===== src/rtl/cmp_pkg.sv =====
package cmp_pkg;
  typedef enum logic {
    MODE_SIGNED   = 1'b0,
    MODE_UNSIGNED = 1'b1
  } cmp_mode_e;

  typedef struct packed {
    logic gt;
    logic lt;
  } verdict_t;
endpackage


===== src/rtl/p_hold.sv =====
module p_hold #(
  parameter int WIDTH = 8
) (
  input  logic             clk,
  input  logic             rst,
  input  logic             load_en,
  input  logic [WIDTH-1:0] d,
  output logic [WIDTH-1:0] q_eff
);
  logic [WIDTH-1:0] held;

  always_ff @(posedge clk) begin
    if (rst)          held <= '0;
    else if (load_en) held <= d;
  end

  // Pass-through while loading, stored word otherwise
  assign q_eff = load_en ? d : held;
endmodule


===== src/rtl/mag_core.sv =====
module mag_core
  import cmp_pkg::*;
#(
  parameter int WIDTH = 8
) (
  input  logic [WIDTH-1:0] a,
  input  logic [WIDTH-1:0] b,
  input  cmp_mode_e        mode,
  output verdict_t         res
);
  localparam int MSB = WIDTH - 1;

  logic [WIDTH-1:0] a_ord, b_ord;
  logic [WIDTH-1:0] bit_gt, bit_lt;

  // Inverting the sign bit maps signed order onto unsigned order
  always_comb begin
    a_ord = a;
    b_ord = b;
    if (mode == MODE_SIGNED) begin
      a_ord[MSB] = ~a[MSB];
      b_ord[MSB] = ~b[MSB];
    end
  end

  for (genvar i = 0; i < WIDTH; i++) begin : g_bit
    assign bit_gt[i] = a_ord[i] & ~b_ord[i];
    assign bit_lt[i] = ~a_ord[i] & b_ord[i];
  end

  // First differing bit from the top decides
  always_comb begin
    logic decided;
    decided = 1'b0;
    res     = '0;
    for (int i = MSB; i >= 0; i--) begin
      if (!decided && (bit_gt[i] || bit_lt[i])) begin
        res.gt  = bit_gt[i];
        res.lt  = bit_lt[i];
        decided = 1'b1;
      end
    end
  end
endmodule


===== src/rtl/cascade_merge.sv =====
module cascade_merge
  import cmp_pkg::*;
(
  input  verdict_t local_v,
  input  verdict_t carry_v,
  output verdict_t out_v
);
  // A strict local decision wins; equality defers to the lower stage
  assign out_v = (local_v.gt || local_v.lt) ? local_v : carry_v;
endmodule


===== src/rtl/latched_mag_comparator.sv =====
module latched_mag_comparator
  import cmp_pkg::*;
#(
  parameter int WIDTH = 8
) (
  input  logic             clk,
  input  logic             rst,
  input  logic             cmp_unsigned,
  input  logic             p_load_en,
  input  logic [WIDTH-1:0] p_in,
  input  logic [WIDTH-1:0] q_in,
  input  logic             gt_in,
  input  logic             lt_in,
  output logic             gt_out,
  output logic             lt_out
);
  logic [WIDTH-1:0] p_eff;
  cmp_mode_e        mode;
  verdict_t         local_v, carry_v, out_v;

  assign mode    = cmp_unsigned ? MODE_UNSIGNED : MODE_SIGNED;
  assign carry_v = '{gt: gt_in, lt: lt_in};

  p_hold #(.WIDTH(WIDTH)) u_hold (
    .clk    (clk),
    .rst    (rst),
    .load_en(p_load_en),
    .d      (p_in),
    .q_eff  (p_eff)
  );

  mag_core #(.WIDTH(WIDTH)) u_core (
    .a   (p_eff),
    .b   (q_in),
    .mode(mode),
    .res (local_v)
  );

  cascade_merge u_merge (
    .local_v(local_v),
    .carry_v(carry_v),
    .out_v  (out_v)
  );

  assign gt_out = out_v.gt;
  assign lt_out = out_v.lt;
endmodule


===== config.mk =====
export PLATFORM = sky130hd
export DESIGN_NAME = latched_mag_comparator
export DESIGN_NICKNAME = d
export VERILOG_FILES = /design/src/rtl/cmp_pkg.sv /design/src/rtl/p_hold.sv /design/src/rtl/mag_core.sv /design/src/rtl/cascade_merge.sv /design/src/rtl/latched_mag_comparator.sv
export SDC_FILE = /design/constraint.sdc
export NUM_CORES = 1
export LEC_CHECK = 0
export ABC_AREA = 1
export ABC_CLOCK_PERIOD_IN_PS = 10000
export BUFFER_PORTS_ARGS = -buffer_cell sky130_fd_sc_hd__buf_2
export CAP_MARGIN = 20
export CORE_MARGIN = 1
export CORE_UTILIZATION = 56
export DETAILED_ROUTE_END_ITERATION = 8
export PLACE_DENSITY_LB_ADDON = 0.2
export SYNTH_ARGS = -nofsm -noshare
export SYNTH_HDL_FRONTEND = slang
export SYNTH_SLANG_ARGS = --single-unit

===== constraint.sdc =====
create_clock -name clk -period 10 [get_ports clk]
set_clock_uncertainty 0.2 [all_clocks]
set_input_delay 3 -clock clk [delete_from_list [all_inputs] [get_ports clk]]
set_output_delay 3 -clock clk [all_outputs]
set_load 0.005 [all_outputs]

# Word level (Yosys, flattened, before mapping)

Index checks and enable logic that the tools add are counted.

Mux-type cells: 20
Bitwise gates (word level): 34
Reductions and logical operators: 23

Operator list:

| operator          | number |
|---|---|
| two-way mux 2 bit | 9 |
| NOT 1 bit         | 18 |
| bitwise AND 1 bit | 16 |
| two-way mux 1 bit | 10 |
| logical OR 1 bit  | 9 |
| two-way mux 8 bit | 1 |
| logical AND 1 bit | 7 |
| logical NOT 1 bit | 7 |

Flip-flop bits (word level): 8
Input bits: 22
Output and inout port bits: 2
Word-level logic and storage cells: 78

# Longest topological paths before layout

Depth after elaboration: 30
Gate-level depth with buffers: 18
Depth with buffers taken out: 18

# Modules after synthesis

From an unflattened synthesis, not the netlist that was laid out.

Cells, all modules: 164
Area, all modules: 1017.2 um2

By module, submodules not included:

| module        | times used | cells each | area an instance (um2) | seq. area each (um2) |
|---|---|---|---|---|
| mag_core      | 1          | 91         | 526.8                  | 0.0 |
| p_hold        | 1          | 67         | 467.9                  | 160.2 |
| cascade_merge | 1          | 6          | 22.5                   | 0.0 |

# Least setup slack after synthesis

Ideal clock, no wire load.

Path kind: input -> output
From: input port p_load_en
To: output port lt_out
Arrival: 4.633 ns
Required time: 6.800 ns
Setup slack: 2.167 ns
Stages on the path: 14
Path buffers: 1
Cell sequence: clkbuf_1 > o21ai_0 > inv_1 > ha_1 > nand3_2 > nor2_4 > nand3b_2 > o21ai_1 > inv_1 > nand2_2 > nand2_2 > nand2_2 > nand2_1 > nand3_2

Elaborated cells on any way between the ends: 66
Classes of those cells: 18 x mux; 25 x bitwise; 23 x reduce/logical

RTL lines:

| element               | line                         | source |
|---|---|---|
| start, declared       | latched_mag_comparator.sv:9  | `input logic p_load_en,` |
| two-way mux 8 bit (*) | p_hold.sv:18                 | `assign q_eff = load_en ? d : held;` |
| net p_eff[6]          | latched_mag_comparator.sv:17 | `logic [WIDTH-1:0] p_eff;` |
| NOT 1 bit             | mag_core.sv:28               | `assign bit_lt[i] = ~a_ord[i] & b_ord[i];` |
| bitwise AND 1 bit     | mag_core.sv:28               |  |
| logical OR 1 bit      | mag_core.sv:37               | `if (!decided && (bit_gt[i] \|\| bit_lt[i])) begin` |
| logical AND 1 bit     | mag_core.sv:37               |  |
| two-way mux 1 bit     | mag_core.sv:37               |  |
| logical NOT 1 bit     | mag_core.sv:37               |  |
| (+11 left out)        | --                           |  |
| logical NOT 1 bit     | mag_core.sv:37               |  |
| logical AND 1 bit     | mag_core.sv:37               |  |
| two-way mux 1 bit     | mag_core.sv:37               |  |
| logical NOT 1 bit     | mag_core.sv:37               |  |
| logical AND 1 bit     | mag_core.sv:37               |  |
| two-way mux 2 bit (*) | mag_core.sv:37               |  |
| logical OR 1 bit      | cascade_merge.sv:9           | `assign out_v = (local_v.gt \|\| local_v.lt) ? local_v : carry_v;` |
| two-way mux 2 bit (*) | cascade_merge.sv:9           |  |
| end, declared         | latched_mag_comparator.sv:15 | `output logic lt_out` |

The timed path passes the listed nets; every way through them passes the cells marked *.

# Worst setup path after layout

From: input port p_load_en
To: output port lt_out

Cells in the longest elaborated chain, start to end: 30
Elaborated cells on any way between the ends: 66
Classes of those cells: 18 x mux; 25 x bitwise; 23 x reduce/logical

RTL lines:

| element               | line               | source |
|---|---|---|
| two-way mux 8 bit (*) | p_hold.sv:18       |  |
| NOT 1 bit             | mag_core.sv:21     | `a_ord[MSB] = ~a[MSB];` |
| two-way mux 1 bit     | mag_core.sv:20     | `if (mode == MODE_SIGNED) begin` |
| NOT 1 bit             | mag_core.sv:28     |  |
| bitwise AND 1 bit     | mag_core.sv:28     |  |
| logical OR 1 bit      | mag_core.sv:37     |  |
| two-way mux 1 bit     | mag_core.sv:37     |  |
| logical NOT 1 bit     | mag_core.sv:37     |  |
| (+14 left out)        | --                 |  |
| logical NOT 1 bit     | mag_core.sv:37     |  |
| logical AND 1 bit     | mag_core.sv:37     |  |
| two-way mux 1 bit     | mag_core.sv:37     |  |
| logical NOT 1 bit     | mag_core.sv:37     |  |
| logical AND 1 bit     | mag_core.sv:37     |  |
| two-way mux 2 bit (*) | mag_core.sv:37     |  |
| logical OR 1 bit      | cascade_merge.sv:9 |  |
| two-way mux 2 bit (*) | cascade_merge.sv:9 |  |

Mark *: on every way between the ends. The rest lies on a longest branch, timed or not.

==> impl_metrics.env <==
export IMPL_largest_registers="u_hold.held (8)"
export IMPL_p_seq_share_pct=30.8
export IMPL_whs_path_depth=2
export IMPL_postCtsHoldBufs=0
export IMPL_drtIter0Drc=12
export IMPL_ctsRootBufferMaster="clkbuf_4"
export IMPL_start_util_pct=61.2
export IMPL_fin_crit_sh_pct=82.5
export IMPL_synth_nets=182
export IMPL_final_cells=184
export IMPL_fp_dieH_um=42.8
export IMPL_setup_viol=0
export IMPL_drc_errors=0
export IMPL_rows=14
export IMPL_status="complete, no violations"
export IMPL_switching_power_w=0.0000425
export IMPL_rrSetupSlack_ns=8.93
export IMPL_grt_pass1_wl_um=3200
export IMPL_area_growth_syn_to_layout_pct=16.1
export IMPL_synth_warnings=0
export IMPL_syn_area_sq_um=933
export IMPL_grt_pass1_vias=864
export IMPL_required_ns=6.80
export IMPL_crit_arrival_ns=5.05
export IMPL_ctsResizeCount=0
export IMPL_synth_cells=144
export IMPL_crit_path_max_fanout=15
export IMPL_port_buffers=23
export IMPL_synth_top_cells_by_area="ha_1 (21%), dfxtp_1 (17%), inv_1 (16%)"
export IMPL_critPathLaunchType="input port"
export IMPL_yosysTopAreaCell="ha_1"
export IMPL_power_leakage_nw=0.664
export IMPL_drtAntennaViolNets=0
export IMPL_wl_per_cell_um=9.04
export IMPL_netlist_area_leader_share_pct=21.4
export IMPL_place_hpwl_um=1490
export IMPL_die_x_um=42.8
export IMPL_p_clk_share_pct=21.3
export IMPL_synth_seq_area_share_pct=17.2
export IMPL_antenna_cells=0
export IMPL_clkTransAtPathRegs_ns=0.05
export IMPL_gp_congestion=0.839
export IMPL_drt_total_wl_um=1660
export IMPL_dieArea_sq_um=1830
export IMPL_drv_slew=0
export IMPL_cts_sinks=8
export IMPL_fmax_mhz=121
export IMPL_design_core_area_sq_um=1520
export IMPL_worst_pin_slew_ns=0.464
export IMPL_cts_buffer_depth=2
export IMPL_cp_end_kind="output port"
export IMPL_grt_usage_pct=22.6
export IMPL_p_per_area_nw_per_um2=104
export IMPL_grt_overflow=0
export IMPL_max_cap_viol_count=0
export IMPL_grt_max_degree=16
export IMPL_place_area_sq_um=1060
export IMPL_synth_seq_cells=8
export IMPL_hp_class="reg2reg"
export IMPL_cts_tree="built"
export IMPL_via_count=891
export IMPL_intPower_w=0.0000698
export IMPL_rsz0062_at_grt="false"
export IMPL_switching_share_pct=37.8
export IMPL_fill_cells=137
export IMPL_relSlewSlack_pct=68.8
export IMPL_via_per_inst=4.84
export IMPL_largest_reg_flops=8
export IMPL_fin_nets=208
export IMPL_clk_latency_ns=0.25
export IMPL_top_register="u_hold.held"
export IMPL_ioPinCount=24
export IMPL_r2r_cells=2
export IMPL_syn_area_per_cell_sq_um=6.48
export IMPL_drive_above_1_share_pct=23.2
export IMPL_final_hold_violation_count=0
export IMPL_layout_min_cycle_time_ns=8.25
export IMPL_critPathKind="in2out"
export IMPL_grt_antenna_before_repair=0
export IMPL_cts_setup_buffers=0
export IMPL_firstDrtPassIters=4
export IMPL_htree_levels=1
export IMPL_setup_tns_ns=0
export IMPL_combPwrFrac_pct=47.9
export IMPL_hold_ws_ns=0.355
export IMPL_cts_buffers=3
export IMPL_ir_worst_vdd_mv=0.0861
export IMPL_placed_cells=181
export IMPL_stdcell_area_sq_um=1080
export IMPL_yosysUniqueCellTypes=23
==> critical path: stages <==
cell and delay, ns:
buf_2 0.21, mux2i_1 0.31, xnor2_1 0.12, ha_1 0.40
nand3_2 0.13, nor2_4 0.16, nand4_2 0.14, nor2_4 0.16
nor2_2 0.06, nand2_2 0.07, nand2_2 0.05, nand2_1 0.06
nand3_2 0.05, buf_2 0.12
==> routing by layer <==
layer	GRT usage (%)	share of wire, %	routed length [um]
met1	25.6	44	740
met2	41.8	52	865
met3	2.55	1.9	32
met4	9.38	1.5	25
met5	0	0	0
==> final timing paths <==
path,from,endpoint
setup / recovery,p_load_en,lt_out
hold / removal,u_hold.held[7],u_hold.held[7]
setup reg to reg,u_hold.held[5],u_hold.held[5]
hold reg to reg,u_hold.held[7],u_hold.held[7]
==> cells in the mapped netlist <==
cell type,number
inv_1,40
nand3_2,3
nand2_1,24
buf_1,1
o21ai_1,4
a21oi_1,1
nor2_1,16
mux2i_1,1
o21bai_1,1
nand2_2,3
ha_1,16
a21boi_0,1
clkbuf_1,1
nor2_4,2
nand4_2,2
xnor2_1,1
o21ai_0,8
nand3_1,6
nand3b_2,1
xor2_1,1
nor2_2,2
nand3b_1,1
dfxtp_1,8
==> cells in the final DEF (no fill, tap or decap) <==
cell type / Yosys / routed
o21ai_0: 8 / 8
nand3_1: 6 / 6
o21ai_1: 4 / 4
nand2_2: 3 / 3
clkbuf_4: 0 / 3
nand3b_1: 1 / 1
nand4_2: 2 / 2
nor2_1: 16 / 16
nor2_2: 2 / 2
nor2_4: 2 / 2
inv_1: 40 / 40
xnor2_1: 1 / 1
o21bai_1: 1 / 1
a21boi_0: 1 / 1
nand3b_2: 1 / 1
buf_2: 0 / 23
dfxtp_1: 8 / 8
nand2_1: 24 / 24
a21oi_1: 1 / 1
nand3_2: 3 / 3
mux2i_1: 1 / 1
xor2_1: 1 / 1
ha_1: 16 / 16
==> cell type report <==
type	count	area, sq um	share of cell area, %
Timing Repair Buffer	23	115	10.6
Clock buffer	3	22.5	2.08
Sequential cell	8	160	14.8
Inverter	40	150	13.9
Multi-Input combinational cell	94	616	56.8
Tap cell	16	20.0	1.85
==> power groups by stage <==
stage               Sequential, W  Combinational, W  Clock [W]
CTS                     0.0000346         0.0000544  0.0000247
finish                  0.0000346         0.0000538  0.0000239
global route            0.0000348         0.0000624  0.0000261
global placement        0.0000351         0.0000519          0
floorplan               0.0000350         0.0000397          0
detailed placement      0.0000353         0.0000542          0
==> metrics by stage <==
step | setup slack (ns) | power (W) | utilization, %
floorplan | 2.17 | 0.0000747 | -
global placement | 1.82 | 0.0000870 | 69.6
detailed placement | 1.75 | 0.0000895 | 69.6
CTS | 1.75 | 0.000114 | 71.1
global route | 1.53 | 0.000123 | 71.1
finish | 1.75 | 0.000112 | 71.1
==> logic make-up (layout without fill, tap and decap cells) <==
kind of cell	Yosys count	count (layout)	synth area share [%]
AOI/OAI and AO/OA	15	15	8.58
xor gates and xnor gates	2	2	1.88
buffers and inverters	42	66	16.9
DFF	8	8	17.2
and+or+nand+nor	60	60	33.0
muxes	1	1	1.07
adders and majority gates	16	16	21.4
Note: power is estimated with default switching activity, not from simulation.
